==> config.mk <==
export PLATFORM = sky130hd
export DESIGN_NAME = simd_sat_alu
export DESIGN_NICKNAME = d
export VERILOG_FILES = /design/src/rtl/simd_alu_pkg.sv /design/src/rtl/simd_opnd_sel.sv /design/src/rtl/simd_lane.sv /design/src/rtl/simd_sat_alu.sv
export SDC_FILE = /design/constraint.sdc
export NUM_CORES = 2
export LEC_CHECK = 0
export ABC_AREA = 0
export BUFFER_PORTS_ARGS = -buffer_cell sky130_fd_sc_hd__buf_2
export CAP_MARGIN = 20
export CORE_ASPECT_RATIO = 0.5
export CORE_MARGIN = 2
export CORE_UTILIZATION = 30
export CTS_BUF_LIST = sky130_fd_sc_hd__clkbuf_16
export DETAILED_ROUTE_END_ITERATION = 16
export GPL_ROUTABILITY_DRIVEN = 0
export PLACE_DENSITY = 0.42
export SYNTH_ARGS = -nofsm -noshare
export SYNTH_HDL_FRONTEND = slang
export SYNTH_SLANG_ARGS = --single-unit
==> constraint.sdc <==
create_clock -name clk_i -period 2.25 [get_ports clk_i]
set_input_delay 0.3375 -clock clk_i [delete_from_list [all_inputs] [get_ports clk_i]]
set_output_delay 0.3375 -clock clk_i [all_outputs]
set_load 0.01 [all_outputs]
==> src/rtl/simd_alu_pkg.sv <==
package simd_alu_pkg;
  typedef enum logic [3:0] {
    OP_ADD = 4'd0, OP_SUB = 4'd1, OP_MIN = 4'd2, OP_MAX = 4'd3,
    OP_AND = 4'd4, OP_OR  = 4'd5, OP_XOR = 4'd6, OP_NOR = 4'd7,
    OP_SLL = 4'd8, OP_SRL = 4'd9, OP_SRA = 4'd10,
    OP_CEQ = 4'd11, OP_CLT = 4'd12, OP_CLE = 4'd13
  } simd_op_e;

  typedef enum logic [1:0] {
    MODE_VEC = 2'd0, MODE_SCL = 2'd1, MODE_IMM = 2'd2, MODE_RSV = 2'd3
  } opnd_mode_e;

  function automatic logic is_cmp(simd_op_e op);
    return (op == OP_CEQ) || (op == OP_CLT) || (op == OP_CLE);
  endfunction
endpackage

==> src/rtl/simd_opnd_sel.sv <==
module simd_opnd_sel
  import simd_alu_pkg::*;
#(
  parameter int DW = 64,
  localparam int NB = DW / 8,
  localparam int NH = DW / 16,
  localparam int IW = $clog2(NB)
) (
  input  logic          fmt_i,
  input  opnd_mode_e    mode_i,
  input  logic [IW-1:0] idx_i,
  input  logic [4:0]    imm_i,
  input  logic [DW-1:0] src_b_i,
  output logic [DW-1:0] opnd_o
);
  logic [7:0]  b_byte [NB];
  logic [15:0] b_half [NH];

  for (genvar i = 0; i < NB; i++) begin : g_bsplit
    assign b_byte[i] = src_b_i[8*i +: 8];
  end
  for (genvar j = 0; j < NH; j++) begin : g_hsplit
    assign b_half[j] = src_b_i[16*j +: 16];
  end

  logic [7:0]  scl_b, imm_b;
  logic [15:0] scl_h, imm_h;

  assign scl_b = b_byte[idx_i];
  assign scl_h = b_half[idx_i[IW-2:0]];
  assign imm_b = {3'b000, imm_i};
  assign imm_h = {{11{imm_i[4]}}, imm_i};

  always_comb begin
    unique case (mode_i)
      MODE_SCL: opnd_o = fmt_i ? {NH{scl_h}} : {NB{scl_b}};
      MODE_IMM: opnd_o = fmt_i ? {NH{imm_h}} : {NB{imm_b}};
      default:  opnd_o = src_b_i;
    endcase
  end
endmodule

==> src/rtl/simd_lane.sv <==
module simd_lane
  import simd_alu_pkg::*;
#(
  parameter int W   = 8,
  parameter bit SGN = 1'b0,
  localparam int SHW = $clog2(W),
  localparam int XW  = W + 2,
  localparam int HI_I = SGN ? (1 << (W - 1)) - 1 : (1 << W) - 1,
  localparam int LO_I = SGN ? -(1 << (W - 1)) : 0
) (
  input  simd_op_e       op_i,
  input  logic [W-1:0]   a_i,
  input  logic [W-1:0]   b_i,
  output logic [W-1:0]   res_o,
  output logic           cmp_o
);
  localparam logic signed [XW-1:0] HI = HI_I[XW-1:0];
  localparam logic signed [XW-1:0] LO = LO_I[XW-1:0];

  logic signed [XW-1:0] ax, bx, sum, dif;
  logic [W-1:0]         sum_s, dif_s, sra_v;
  logic [SHW-1:0]       sh;
  logic                 lt, eq;

  function automatic logic [W-1:0] clamp(logic signed [XW-1:0] v);
    if (v > HI)      return HI[W-1:0];
    else if (v < LO) return LO[W-1:0];
    else             return v[W-1:0];
  endfunction

  always_comb begin
    ax = SGN ? $signed({{2{a_i[W-1]}}, a_i}) : $signed({2'b00, a_i});
    bx = SGN ? $signed({{2{b_i[W-1]}}, b_i}) : $signed({2'b00, b_i});
    sum   = ax + bx;
    dif   = ax - bx;
    sum_s = clamp(sum);
    dif_s = clamp(dif);
    lt    = ax < bx;
    eq    = a_i == b_i;
    sh    = b_i[SHW-1:0];
    sra_v = $unsigned($signed(a_i) >>> sh);
  end

  always_comb begin
    res_o = '0;
    cmp_o = 1'b0;
    unique case (op_i)
      OP_ADD: res_o = sum_s;
      OP_SUB: res_o = dif_s;
      OP_MIN: res_o = lt ? a_i : b_i;
      OP_MAX: res_o = lt ? b_i : a_i;
      OP_AND: res_o = a_i & b_i;
      OP_OR:  res_o = a_i | b_i;
      OP_XOR: res_o = a_i ^ b_i;
      OP_NOR: res_o = ~(a_i | b_i);
      OP_SLL: res_o = a_i << sh;
      OP_SRL: res_o = a_i >> sh;
      OP_SRA: res_o = sra_v;
      OP_CEQ: cmp_o = eq;
      OP_CLT: cmp_o = lt;
      OP_CLE: cmp_o = lt | eq;
      default: ;
    endcase
  end
endmodule

==> src/rtl/simd_sat_alu.sv <==
module simd_sat_alu
  import simd_alu_pkg::*;
#(
  parameter int DW = 64,
  localparam int NB = DW / 8,
  localparam int NH = DW / 16,
  localparam int IW = $clog2(NB)
) (
  input  logic          clk_i,
  input  logic          rst_ni,
  input  logic          valid_i,
  input  logic          fmt_i,
  input  logic [1:0]    mode_i,
  input  logic [IW-1:0] idx_i,
  input  logic [4:0]    imm_i,
  input  logic [3:0]    op_i,
  input  logic [DW-1:0] src_a_i,
  input  logic [DW-1:0] src_b_i,
  output logic          valid_o,
  output logic [DW-1:0] result_o,
  output logic [NB-1:0] flags_o
);
  simd_op_e      op;
  logic [DW-1:0] opnd;
  logic [DW-1:0] res_b, res_h, res_d;
  logic [NB-1:0] cmp_b, flags_d;
  logic [NH-1:0] cmp_h;

  assign op = simd_op_e'(op_i);

  simd_opnd_sel #(.DW(DW)) u_opnd (
    .fmt_i   (fmt_i),
    .mode_i  (opnd_mode_e'(mode_i)),
    .idx_i   (idx_i),
    .imm_i   (imm_i),
    .src_b_i (src_b_i),
    .opnd_o  (opnd)
  );

  for (genvar i = 0; i < NB; i++) begin : g_byte
    simd_lane #(.W(8), .SGN(1'b0)) u_lane (
      .op_i  (op),
      .a_i   (src_a_i[8*i +: 8]),
      .b_i   (opnd[8*i +: 8]),
      .res_o (res_b[8*i +: 8]),
      .cmp_o (cmp_b[i])
    );
  end

  for (genvar j = 0; j < NH; j++) begin : g_half
    simd_lane #(.W(16), .SGN(1'b1)) u_lane (
      .op_i  (op),
      .a_i   (src_a_i[16*j +: 16]),
      .b_i   (opnd[16*j +: 16]),
      .res_o (res_h[16*j +: 16]),
      .cmp_o (cmp_h[j])
    );
  end

  assign res_d   = fmt_i ? res_h : res_b;
  assign flags_d = fmt_i ? {{(NB-NH){1'b0}}, cmp_h} : cmp_b;

  always_ff @(posedge clk_i or negedge rst_ni) begin
    if (!rst_ni) begin
      valid_o  <= 1'b0;
      result_o <= '0;
      flags_o  <= '0;
    end else begin
      valid_o <= valid_i;
      if (valid_i) begin
        result_o <= res_d;
        if (is_cmp(op)) flags_o <= flags_d;
      end
    end
  end
endmodule

==> Word level (Yosys, flattened, before mapping) <==
Cells that the tools add are included.
{ "classes": {"reduce_logical": 4, "n_eq_ne": 27, "bitwise": 62, "mux": 107, "n_lt_le_gt_ge": 62, "shifts": 36, "add_sub_neg": 24} }
{ "op_table": {"columns": ["cell", "n"], "rows": [
  ["case mux 16 bit (11 select lines)", 4],
  ["case mux 8 bit (11 select lines)", 8],
  ["2-to-1 mux 16 bit", 26],
  ["2-to-1 mux 8 bit", 51],
  ["2-to-1 mux 64 bit", 3],
  ["> comparator 10 x 9 -> 1 bit (second input constant)", 16],
  ["< comparator 10 x 1 -> 1 bit (second input constant)", 16],
  ["> comparator 18 x 16 -> 1 bit (second input constant)", 8],
  ["< comparator 18 x 16 -> 1 bit (second input constant)", 8],
  ["case mux 64 bit (2 select lines)", 1],
  ["adder 8 x 8 -> 9 bit", 8],
  ["subtractor 8 x 8 -> 9 bit", 8],
  ["adder 16 x 16 -> 17 bit", 4],
  ["subtractor 16 x 16 -> 17 bit", 4],
  ["bitwise AND 16 bit", 4],
  ["bitwise AND 8 bit", 8],
  ["equality test 16 bit", 4],
  ["equality test 8 bit", 8],
  ["< comparator 16 bit", 4],
  ["< comparator 8 bit", 8],
  ["inverter 16 bit", 4],
  ["inverter 8 bit", 8],
  ["bitwise OR 16 bit", 4],
  ["bitwise OR 8 bit", 8],
  ["25 further kinds", 97]
]} }
{ "totals": {"regBits": 73, "out_inout_bits": 73, "in_bits": 146, "word_cells": 325} }

==> Logic depth before layout (Yosys ltp) <==
{ "logic_depth": {"depth_word": 12, "mapped_depth": 25, "depth_no_buf": 19} }

==> By module <==
A second synthesis with hierarchy kept.
{ "hier_totals": {"cells_unflattened": 5760, "hier_area_um2": 41893.9} }
{ "modules_own_cells": {"columns": ["module", "area_each_um2", "seq_area_each_um2", "n_inst", "cells_each"], "rows": [
  ["simd_lane (g_byte[2].u_lane ...)", 2182.1, 0.0, 4, 296],
  ["simd_lane (g_half[0].u_lane)", 4911.0, 0.0, 1, 702],
  ["simd_lane (g_half[2].u_lane)", 4704.5, 0.0, 1, 712],
  ["simd_lane (g_half[1].u_lane)", 4664.5, 0.0, 1, 683],
  ["simd_lane (g_half[3].u_lane)", 4590.7, 0.0, 1, 695],
  ["simd_lane (g_byte[0].u_lane ...)", 2163.3, 0.0, 2, 296],
  ["simd_sat_alu", 3438.3, 1826.8, 1, 307],
  ["simd_lane (g_byte[3].u_lane)", 2339.7, 0.0, 1, 318],
  ["simd_lane (g_byte[1].u_lane)", 2225.9, 0.0, 1, 308],
  ["simd_opnd_sel", 1964.4, 0.0, 1, 259]
]} }

==> Least setup slack after synthesis <==
OpenSTA, ideal clock, no wires.
{ "synth_timing": {"path_type": "input-to-reg", "from": "in idx_i[0]", "to": "reg result_o[32]", "n_path_buf": 5, "setup_time_ps": 122, "required_ps": 2128, "t_arrival_ps": 5668, "slack_ps": -3539, "cell_stages": 21, "path_cell_list": "buf_6 buf_4 buf_2 mux4_2 a2111oi_0 a311oi_1 a21oi_1 inv_1 ha_1 buf_2 nand2b_1 a221oi_1 a21oi_1 a221o_1 a221oi_1 o21a_1 buf_2 a31o_2 o32ai_1 or4b_1 a32o_1"} }
{ "synth_via": {"elab_chain_len": 12, "elab_cells_between_ends": 53} }
{ "synth_lines": {"columns": ["element", "line_no", "text"], "rows": [
  ["from (decl)", "simd_sat_alu.sv:14", "input logic [IW-1:0] idx_i,"],
  ["inverter 3 -> 4 bit (implied by the code) / inverter 2 -> 3 bit (equally long branches)", "simd_opnd_sel.sv:29, simd_opnd_sel.sv:30", null],
  ["binary-select mux 8 bit (select 3 bit) / binary-select mux 16 bit (select 2 bit) (equally long branches)", "simd_opnd_sel.sv:29, simd_opnd_sel.sv:30", null],
  ["2-to-1 mux 8 bit (implied by the code) / 2-to-1 mux 16 bit (equally long branches) (2 in series)", "simd_opnd_sel.sv:29, simd_opnd_sel.sv:30", null],
  ["2-to-1 mux 64 bit (*)", "simd_opnd_sel.sv:36", "MODE_SCL: opnd_o = fmt_i ? {NH{scl_h}} : {NB{scl_b}};"],
  ["case mux 64 bit (2 select lines) (*)", "simd_opnd_sel.sv:35", "unique case (mode_i)"],
  ["subtractor 16 x 16 -> 17 bit (tied with other cells)", "simd_lane.sv:35", "dif = ax - bx;"],
  ["< comparator 18 x 16 -> 1 bit / < comparator 10 x 1 -> 1 bit (equally long branches)", "simd_lane.sv:27", "else if (v < LO) return LO[W-1:0];"],
  ["2-to-1 mux 16 bit / 2-to-1 mux 8 bit (equally long branches)", "simd_lane.sv:27", null],
  ["2-to-1 mux 16 bit / 2-to-1 mux 8 bit (equally long branches)", "simd_lane.sv:26", "if (v > HI) return HI[W-1:0];"],
  ["case mux 16 bit (11 select lines) / case mux 8 bit (11 select lines) (equally long branches)", "simd_lane.sv:47", "unique case (op_i)"],
  ["2-to-1 mux 64 bit (*)", "simd_sat_alu.sv:60", "assign res_d = fmt_i ? res_h : res_b;"],
  ["to (signal assigned)", "simd_sat_alu.sv:71", "result_o <= res_d;"],
  ["to (decl)", "simd_sat_alu.sv:20", "output logic [DW-1:0] result_o,"]
]} }
Mark *: on every way between the ends. The rest lies on a longest branch, timed or not. The select of a mux whose other input is x is not followed.
A chain may end at the register's enable or synchronous reset.

==> Final worst setup path <==
{ "layout_timing": {"from": "in idx_i[0]", "to": "reg result_o[11]"} }
The elaborated chain is that of the path after synthesis.

==> summary.txt <==
Cells and area
  – Synthesis-to-layout area growth: 69.6%
  – Share of cells above drive strength 1: between 40% and 50%
  – Cell Count, Final, Fillers Out: 7471
  – Fillers: 9699
  – Final core utilization: 51.7%
  – Most common cell after layout, fill and taps aside: buf_4
  – Commonest cells after routing, fill and taps aside: buf_4 (1681), nand2_1 (357), nor2_1 (349), a21oi_1 (325), o21ai_0 (270)
  – Nets: 6500

CTS
  – Clk Latency, worst-skew pair: 0.41 ns
  – Clk sinks: 73
  – Num CTS Buffers: 9
  – CTS tree: yes
  – Reg clk slew, reported paths: 0.08 ns
  – CTS Root Cell: clkbuf_16
  – H-tree depth: 3
  – Worst-case clock buffer depth: 2

Floorplanning
  – Die ar.: between 0.1 and 0.15 mm^2
  – Row count: 81
  – Core box area: 0.0983 mm^2
  – Die Wd: ~450 um
  – Initial Utilization: 30.5%
  – I/O Pins: 219
  – Die Y: ~230 um

Drt
  – Detailed Route WL: 201000 um
  – DRC violation count after routing: 0
  – Antenna Nets Post-Route: 0
  – Vias after detailed routing: 45500
  – Routed length per placed instance: 26.9 um
  – First drt pass iteration count: 8
  – Via density: 6.09
  – Initial DRC count: 5856

Synthesis
  – FFs w/ async S/R, synth: 100%
  – Number of synthesized flops with an enable pin: 0
  – Distinct cells, synth: 106
  – Leading post-synthesis cells by cell area: ha_1 (8.4%), mux2i_1 (7.3%), a21oi_1 (6.8%), dfrtp_1 (6.1%), o21ai_0 (5.8%)
  – Mean post-synth cell area: 6.76 um^2
  – Flops & latches, synth: 73
  – Synthesized area: 0.0300 mm^2
  – Syn nets: 4792
  – Post-Syn Instances: 4428
  – Ys flop type: dfrtp_1
  – Post-synthesis sequential area ratio: 6.10%
  – Post-synth top area cell: ha_1
  – Synth top area share: 8.44%
  – Synth warnings: 0

Timing
  – Pins Over Slew Limit: 0
  – Final min period: 4.56 ns
  – RSZ-0062 raised after global routing: yes
  – Worst Slack Setup Final: -2.31 ns
  – Final worst path period share: 203%
  – # setup viols final: 72
  – Fin Clk Skew: 0 ns
  – Slew headroom: between 40% and 50%
  – Fmax: between 200 and 250 MHz
  – Final hold viol count: 0
  – Worst slew pin tran: between 0.8 and 0.9 ns

Worst setup path
  – WS Path Type: in2reg
  – Worst R2R End: result_o[61]
  – Arr. time, crit path: between 4 and 5 ns
  – Startpoint Class: primary input
  – CP endpoint kind: flop
  – Worst reg2reg path depth: 7
  – Worst endpoint required time: 2.55 ns
  – Worst R2R Start: result_o[61]
  – Crit-path max FO: 8
  – R2r setup slk: 0.16 ns

GRT
  – GR Overflow Total: 0
  – Number of global-route vias before repair: 43400
  – Largest net degree at the start of global routing: 55
  – Initial antenna violation count: 7
  – Global-route wire length before repair: 289000 um
  – Tot GR Track Use: 37.4%

Job
  – Max Cap Viol: 0

Power
  – Int Power: ~13 mW
  – Reg power frac: approximately 6.6%
  – Power per cell area: 536 mW/mm^2
  – Leakage: 22.6 nW
  – Peak VDD IR: roughly 0.45 mV
  – Clk pwr share: approximately 6.7%
  – Net switching power: roughly 14 mW
  – Switch share: between 50 and 60%
  – Combinational Power Share: 86.7%

Hold path
  – HP Class: in2reg
  – Worst Hold End: result_o[13]
  – Hold path depth: 4
  – Hold_sp: src_a_i[13]

Placement
  – Placed cells: 7290
  – IO buf count: 218
  – HPWL after DPL: 160000 um

Status
  – Status: finished with violations
  – Violated checks: negative setup slack
layout make-up:
| class | count | area, um^2 | area share, % |
|---|---|---|---|
| Clock buffer | 9 | 225 | 0.443 |
| Tap cell | 1328 | 1660 | 3.27 |
| Multi-Input combinational cell | 3725 | 29600 | 58.2 |
| Clock inverter | 7 | 85.1 | 0.167 |
| Antenna cell | 2 | 5.00 | 0.00985 |
| Timing Repair Buffer | 2079 | 16400 | 32.3 |
| Inverter | 248 | 998 | 1.97 |
| Sequential cell | 73 | 1830 | 3.60 |
power by group through the flow:
stage	Sequential (mW)	Combinational [mW]	Clock (mW)
after floorplan	1.75	10.4	0
after global placement	1.80	20.3	0
after detailed placement	1.80	20.3	0
after CTS	1.78	22.0	1.82
after global routing	1.79	24.8	1.86
final	1.79	23.6	1.83
kinds of logic after synthesis:
group,share of synthesized area (%)
mux,10.8
simple gates,19.2
flops,6.10
compound gates,40.0
xor+xnor,6.17
fa+ha+maj,9.57
buf+inv,8.18
worst max-delay path: stages:
cell and delay [ns]:
buf_12 0.09, buf_12 0.11, mux4_2 0.50, mux2i_2 0.22
nor2_1 0.08, a21o_1 0.19, a21oi_4 0.19, a21oi_2 0.07
inv_2 0.08, ha_4 0.20, or4_4 0.57, nor4_4 0.26
or2_4 0.21, o32ai_4 0.08, or3_1 0.37, a311oi_2 0.34
mux2_4 0.43, a22o_1 0.23, o32a_1 0.28
metal layers:
layer | wire (um) | GRT usage, % | share of wire, % | vias to the layer above
li1 | - | - | - | 20100
met1 | 83500 | 50.4 | 41 | 21900
met2 | 83400 | 56.3 | 41 | 2938
met3 | 23300 | 9.10 | 12 | 612
met4 | 11100 | 16.9 | 5.5 | 4
met5 | 26 | 0 | 0.013 | -
through the flow:
stage	TNS [ns]	hold slack, ns	instance area, um^2	setup WS (ns)	power, mW
floorplan	-156.65	0.0419	31600	-2.77	12.1
global placement	-189.73	0.328	45900	-2.96	22.1
global route	-156.02	0.404	50800	-2.39	28.4
finish	-149.04	0.396	50800	-2.31	27.2
detailed placement	-192.50	0.328	45900	-3.00	22.1
CTS	-138.99	0.381	49200	-2.20	25.6
worst max-delay path by stage:
stage	slack, ns	to	start	cells past startpoint
4_1_cts	-2.20	result_o[11]	idx_i[0]	19
3_5_place_dp	-3.00	result_o[3]	idx_i[0]	19
6_report	-2.31	result_o[11]	idx_i[0]	19
3_3_place_gp	-2.96	result_o[6]	idx_i[0]	22
5_1_grt	-2.39	result_o[11]	idx_i[0]	19
2_1_floorplan	-2.77	result_o[11]	idx_i[0]	19
registers in the layout, indices dropped and copies added (netlist names):
register / cells
result_o: 64
flags_o: 8
valid_o: 1
repair_timing:
item / in CTS / in global routing
pin swaps: 191 / 195
gates resized for setup: 497 / 251
hold endpoints to repair: 20 / 0
setup buffers: 101 / 71
endpoints found under the setup margin: 72 / 72
hold buffers: 1 / 0
gates cloned: 5 / 1
Yosys cell counts (all sizes together), types with 67 or more instances:
library cell / number
a21oi: 412
nand2: 380
nor2: 378
o21ai: 362
clkbuf: 289
inv: 236
mux2i: 220
ha: 202
a211oi: 169
xnor2: 150
nand3: 111
buf: 95
nor3: 86
o211ai: 84
nor2b: 79
dfrtp: 73
a31oi: 67
No activity file was read; power rests on OpenSTA's default activity.
